===== src/rtl/tcomp_sched.sv =====
module tcomp_sched #(
  parameter int TW     = 8,
  parameter int PERIOD = 64
) (
  input  logic          clk,
  input  logic          rst_n,
  input  logic          sec_tick,
  input  logic          on_battery,
  input  logic          conv_req,
  input  logic [7:0]    wdata,
  input  logic          aging_wr,
  input  logic          ctl_wr,
  output logic          meas_req,
  input  logic          meas_done,
  input  logic [9:0]    meas_code,
  output logic [9:0]    temp_code,
  input  logic [TW-1:0] base_cap,
  output logic [7:0]    aging_q,
  output logic [7:0]    ctl_q,
  output logic          conv_busy,
  output logic [7:0]    temp_msb,
  output logic [7:0]    temp_lsb,
  output logic [TW-1:0] trim
);
  localparam int CW = $clog2(PERIOD + 1);
  localparam logic [CW-1:0] LIMIT = CW'(PERIOD);
  localparam int SW = TW + 2;

  typedef enum logic [1:0] {S_IDLE, S_MEAS, S_APPLY} st_t;
  st_t st;

  logic [CW-1:0] cnt;
  logic          boot, dis_q, user_run, diff_q, first_q;
  logic [9:0]    code_q;
  logic [SW-1:0] sum;

  wire idle       = (st == S_IDLE);
  wire auto_due   = boot || (cnt == LIMIT);
  wire blocked    = on_battery && dis_q;
  wire start_user = idle && conv_busy;
  wire start_auto = idle && !conv_busy && auto_due && !blocked;
  wire skip_auto  = idle && !conv_busy && auto_due && blocked;

  assign sum = {2'b00, base_cap} + {{(SW-8){aging_q[7]}}, aging_q};

  wire [TW-1:0] clamped = sum[SW-1] ? '0 :
                          sum[TW]   ? '1 : sum[TW-1:0];

  assign meas_req  = (st == S_MEAS);
  assign temp_code = code_q;
  assign temp_msb  = code_q[9:2];
  assign temp_lsb  = {code_q[1:0], 6'b0};
  assign ctl_q     = {7'b0, dis_q};

  always_ff @(posedge clk) begin
    if (!rst_n) begin
      cnt <= '0;
      boot <= 1'b1;
    end else if (start_auto || skip_auto) begin
      cnt <= '0;
      boot <= 1'b0;
    end else if (sec_tick && cnt != LIMIT) begin
      cnt <= cnt + 1'b1;
    end
  end

  always_ff @(posedge clk) begin
    if (!rst_n) begin
      aging_q <= '0;
      dis_q   <= 1'b0;
    end else begin
      if (aging_wr) aging_q <= wdata;
      if (ctl_wr)   dis_q   <= wdata[0];
    end
  end

  always_ff @(posedge clk) begin
    if (!rst_n)                          conv_busy <= 1'b0;
    else if (conv_req)                   conv_busy <= 1'b1;
    else if (st == S_APPLY && user_run)  conv_busy <= 1'b0;
  end

  always_ff @(posedge clk) begin
    if (!rst_n) begin
      st       <= S_IDLE;
      user_run <= 1'b0;
      diff_q   <= 1'b0;
      first_q  <= 1'b1;
      code_q   <= '0;
      trim     <= '0;
    end else begin
      case (st)
        S_IDLE: begin
          if (start_user || start_auto) begin
            st       <= S_MEAS;
            user_run <= start_user;
          end
        end
        S_MEAS: begin
          if (meas_done) begin
            diff_q <= (meas_code != code_q);
            code_q <= meas_code;
            st     <= S_APPLY;
          end
        end
        S_APPLY: begin
          if (diff_q || user_run || first_q) trim <= clamped;
          first_q <= 1'b0;
          st      <= S_IDLE;
        end
        default: st <= S_IDLE;
      endcase
    end
  end
endmodule



===== config.mk =====
export PLATFORM = sky130hd
export DESIGN_NAME = tcomp_sched
export DESIGN_NICKNAME = d
export VERILOG_FILES = /design/src/rtl/tcomp_sched.sv
export SDC_FILE = /design/constraint.sdc
export NUM_CORES = 1
export LEC_CHECK = 0
export BUFFER_PORTS_ARGS = -buffer_cell sky130_fd_sc_hd__buf_2
export CAP_MARGIN = 15
export CORE_MARGIN = 8
export CORE_UTILIZATION = 45
export DETAILED_ROUTE_END_ITERATION = 16
export PLACE_DENSITY_LB_ADDON = 0.3
export SYNTH_ARGS = -nofsm -noshare
export SYNTH_HDL_FRONTEND = slang
export SYNTH_SLANG_ARGS = --single-unit
export TNS_END_PERCENT = 30

===== constraint.sdc =====
create_clock -name clk -period 1.9 [get_ports clk]
set_input_delay 0.095 -clock clk [delete_from_list [all_inputs] [get_ports clk]]
set_output_delay 0.095 -clock clk [all_outputs]
set_load 0.02 [all_outputs]

# Yosys cells after proc, flatten, opt, wreduce, memory -nomap -nowiden
# Index checks and enable logic that the tools add are counted.
dict set report totals {
  word_cells 50
  inputBits 34
  regBits 41
  out_inout_bits 52
}
dict set report op_classes {
  bitwise 1
  mux 7
  addsub 2
  reduce_logical 22
  n_eq_ne 7
}
# op n
set op_table {}
lappend op_table {{$mux 8} 2}
lappend op_table {{$add 9x8->10} 1}
lappend op_table {{$ne 10x10->1} 1}
lappend op_table {{$logic_and 1x1->1} 8}
lappend op_table {{$reduce_and 2->1} 4}
lappend op_table {{$add 7x1->7 const B} 1}
lappend op_table {{$eq 7x7->1 const B} 1}
lappend op_table {{$ne 7x7->1 const B} 1}
lappend op_table {{$logic_or 1x1->1} 5}
lappend op_table {{$mux 2} 2}
lappend op_table {{$ne 2x1->1 const B} 2}
lappend op_table {{$pmux 2 s2} 1}
lappend op_table {{$eq 2x1->1 const B} 1}
lappend op_table {{$eq 2x2->1 const B} 1}
lappend op_table {{$logic_not 1->1} 2}
lappend op_table {{$logic_not 2->1} 1}
lappend op_table {{$mux 1} 2}
lappend op_table {{$reduce_bool 2->1} 1}
lappend op_table {{$reduce_or 2->1} 1}
lappend op_table {{$not 1->1} 1}

# Longest topological paths before layout
dict set report depth {
  word_depth 7
  mapped_depth 8
  ltp_nobuf 7
}

# Worst setup path before layout
# Ideal clock, no wire load.
dict set report synth_path {
  kind {reg2reg}
  start {register aging_q[0]}
  end {register trim[0]}
  setup_time_ns 0.130
  slack_ns -0.315
  required_ns 1.770
  stages_incl_launch_ff 8
  n_path_buf 0
  arrival_time_ns 2.085
  period_less_slack_ns 2.215
  path_cell_list {dfxtp_1 ha_1 fa_1 a21oi_1 o22ai_2 o22ai_4 mux2i_4 o211ai_2}
}
dict set report synth_via {
  elab_chain_cells 3
}
# element line_no
set synth_rtl {}
lappend synth_rtl {{start: declaration} 18} ;# output logic [7:0] aging_q,
lappend synth_rtl {{start signal: assignment} 72} ;# if (aging_wr) aging_q <= wdata;
lappend synth_rtl {{$add 9x8->10 *} 44} ;# assign sum = {2'b00, base_cap} + {{(SW-8){aging_q[7]}}, aging_q};
lappend synth_rtl {{$mux 8} 47} ;# sum[TW] ? '1 : sum[TW-1:0];
lappend synth_rtl {{$mux 8 *} 46} ;# wire [TW-1:0] clamped = sum[SW-1] ? '0 :
lappend synth_rtl {{end signal: assignment} 107} ;# if (diff_q || user_run || first_q) trim <= clamped;
lappend synth_rtl {{end: declaration} 23} ;# output logic [TW-1:0] trim
# Every way passes the cells marked *; elsewhere a longest branch is shown, timed or not.
# A chain may end at the register's enable or synchronous reset.

# Worst setup path in the final report
dict set report layout_path {
  start {register aging_q[0]}
  end {register trim[3]}
}
# The elaborated chain is that of the path after synthesis.

==> results.sh <==
export IMPL_cts_buffer_depth=2
export IMPL_dp_hpwl_um=4680
export IMPL_cts_buffers=5
export IMPL_vdd_ir_drop_max_v=0.0004225
export IMPL_max_stage_delay_ns=0.36
export IMPL_async_flop_share=0
export IMPL_wl_per_cell_um=13.13
export IMPL_p_int_uw=1490
export IMPL_syn_cell_area_um2=2495
export IMPL_drt_initial_drc_count=62
export IMPL_cts_tree="yes"
export IMPL_ctsHoldBuffers=0
export IMPL_synth_common_cells="dfxtp_1 (41), nand2_1 (37), buf_4 (24), nor2_1 (13), nor2b_1 (13)"
export IMPL_cpMostUsedCell="o22ai_4"
export IMPL_max_freq_mhz=517.6
export IMPL_sw_frac_of_total=0.3085
export IMPL_p_leak_uw=0.001459
export IMPL_power_density_nw_per_um2=685.6
export IMPL_ff2ff_path_depth=8
export IMPL_die_x_um=90.46
export IMPL_syn_to_final_growth_pct=25.93
export IMPL_finalSetupViolCount=7
export IMPL_wl_um=5631
export IMPL_critPathRequiredTime_ns=2.07
export IMPL_htree_levels=2
export IMPL_synth_top_cell_by_area="dfxtp_1"
export IMPL_dp_cells=419
export IMPL_crit_path_top_delay_cell="dfxtp_4"
export IMPL_setup_ws_ns=-0.03207
export IMPL_ys_seq_area_frac=0.3290
export IMPL_path_buf_inv=1
export IMPL_worstPathArrival_ns=2.11
export IMPL_path_delay_family="adder cells"
export IMPL_hold_class="primary input to register"
export IMPL_worst_clock_skew_ns=0.007126
export IMPL_fp_row_count=27
export IMPL_start_util=0.4587
export IMPL_p_seq_frac=0.440
export IMPL_maxCapViolations=0
export IMPL_end_kind="register"
export IMPL_pin_count=86
export IMPL_nNetsFinal=402
export IMPL_place_ws_ns=-0.09652
export IMPL_drive_gt1_frac=0.3922
export IMPL_synth_seq_cells=41
export IMPL_synth_distinct_cells=53
export IMPL_core_area_um2=5439
export IMPL_portBuffers=72
export IMPL_synth_area_top_cells="dfxtp_1 (33%), buf_4 (7.2%), nand2_1 (5.6%), ha_1 (5.5%), o211ai_2 (4.5%)"
export IMPL_grt_pass1_vias=2136
export IMPL_power_frac_comb=0.262
export IMPL_p_sw_uw=664.6
export IMPL_die_area_um2=8183
export IMPL_yosys_cell_count_top_type="dfxtp_1"
export IMPL_crit_fanout=7
export IMPL_stdcell_count=429
export IMPL_cts_sinks=41
export IMPL_cp_cell_sequence="ha_4, fa_2, a21oi_4, o22ai_4, o22ai_4, mux2i_4, buf_12, o211ai_2"
export IMPL_ant_nets=0
export IMPL_hold_viol_final=0
export IMPL_grt_usage=0.1395
export IMPL_synth_top_area_share=0.3290
export IMPL_grt_setup_unrepaired="yes"
export IMPL_routabilityCongestion=0.8077
export IMPL_root_buffer="clkbuf_8"
export IMPL_gr_total_overflow=0
export IMPL_die_h_um=90.46
export IMPL_first_pass_iters=4
export IMPL_grt_max_degree=20
export IMPL_yosysWarnings=0
export IMPL_syn_inst=270
export IMPL_drc=0
export IMPL_period_share=1.017
export IMPL_clock_latency_ns=0.29
export IMPL_clkTransAtPathRegs_ns=0.08
export IMPL_outcome="complete, but fails checks"
export IMPL_slew_viol_final=0
export IMPL_criticalPathCategory="register to register"
export IMPL_holdPathStages=3
export IMPL_grt_pass1_wl_um=9715
export IMPL_antenna_found_initial=0
export IMPL_vias=2058
export IMPL_via_per_inst=4.797
export IMPL_min_period_ns=1.932
export IMPL_cp_start_kind="register"
export IMPL_cp_num_cells=8
export IMPL_synth_edf_count=0
export IMPL_power_frac_clock=0.298
export IMPL_failed_checks="setup timing"
export IMPL_synth_main_ff_cell="dfxtp_1"
export IMPL_diodes=0
export IMPL_synth_avg_cell_area_um2=9.240
==> flip-flops by register name (all words and copies together) (netlist names) <==
name	flops
aging_q	8
boot	1
cnt	7
conv_busy	1
diff_q	1
dis_q	1
first_q	1
st	2
temp_code	10
trim	8
user_run	1
==> layer usage <==
layer	global-route usage	part of all wire	vias up
met5	0	0	-
met4	0.02913	0.0080	0
met3	0.05154	0.058	6
met2	0.2430	0.50	38
met1	0.1576	0.44	935
li1	-	-	1079
==> layout make-up <==
cell class | instances | area [µm²]
Clock buffer | 7 | 96.34
Clock inverter | 1 | 8.758
Fill cell | 513 | 2297
Inverter | 6 | 22.52
Multi-Input combinational cell | 202 | 1514
Sequential cell | 41 | 827.0
Tap cell | 72 | 90.09
Timing Repair Buffer | 100 | 583.1
==> cells by family (layout without fill, tap and decap cells) <==
kind of cell | count (synthesis) | in the layout | synth area share
AO/OA/AOI/OAI | 61 | 61 | 0.2141
XOR/XNOR | 20 | 20 | 0.07021
adder cells (fa/ha/maj) | 12 | 12 | 0.06319
buffers and inverters | 39 | 114 | 0.1018
flip-flops | 41 | 41 | 0.3290
multiplexers | 10 | 10 | 0.04514
other | 1 | 13 | 0.001503
AND/OR/NAND/NOR | 86 | 86 | 0.1750
==> repair_timing <==
| action | 4_1_cts | 5_1_grt |
|---|---|---|
| buffers inserted | 1 | 1 |
| setup endpoints to repair | 8 | 8 |
| pin swaps | 0 | 2 |
| resized for setup | 3 | 3 |
==> tightest hold or removal path: stages <==
cell	delay, ns
buf_2	0.08
a21oi_1	0.03
nor2b_1	0.09
==> through the flow <==
step | cell area [µm²] | power (µW) | setup TNS [ns] | util | hold slack (ns)
5_1_grt | 3142 | 2286 | -0.7485 | 0.5776 | 0.04340
3_3_place_gp | 2979 | 1503 | -0.3406 | 0.5477 | 0.3246
2_1_floorplan | 2565 | 1357 | -0.3607 | - | 0.2299
4_1_cts | 3117 | 2177 | -0.3738 | 0.5730 | 0.03916
6_report | 3142 | 2154 | -0.1780 | 0.5776 | 0.04233
3_5_place_dp | 2979 | 1514 | -0.6324 | 0.5477 | 0.3532
==> power groups by stage <==
stage               sequential, µW  clock, µW  combinational [µW]
finish                         949        642                 564
global placement               967          0                 536
floorplan                     1000          0                 357
global route                   957        707                 622
detailed placement             970          0                 545
CTS                            949        668                 560
==> path summary, 6_finish.rpt <==
check / end / slack (ns) / from
hold reg to reg: first_q$_SDFFE_PN1P_ / 0.45 / first_q$_SDFFE_PN1P_
setup reg to reg: trim[3]$_SDFFE_PN0P_ / -0.03 / aging_q[0]$_SDFFE_PN0P_
hold / removal: conv_busy$_SDFFE_PN0P_ / 0.04 / conv_req
setup / recovery: trim[3]$_SDFFE_PN0P_ / -0.03 / aging_q[0]$_SDFFE_PN0P_
==> layout by cell type, fill, tap and decap left out, types with 2 or more instances in the layout <==
cell type,n
or3_1,2
conb_1,13
nand2_1,37
nor4_1,2
nand3_1,5
a21boi_0,4
nand3b_1,2
and3_1,2
o21ai_0,4
clkbuf_8,7
nor3_2,2
o211ai_2,9
a21boi_1,7
dfxtp_1,38
dfxtp_2,2
nand4_1,3
o22ai_4,2
xor2_1,11
buf_2,72
xnor2_1,9
o211ai_1,7
a21oi_1,9
buf_4,27
ha_1,9
a211oi_2,2
nor2b_1,13
inv_1,6
mux2i_1,9
nor2_1,13
No activity file was read; power rests on OpenSTA's default activity.
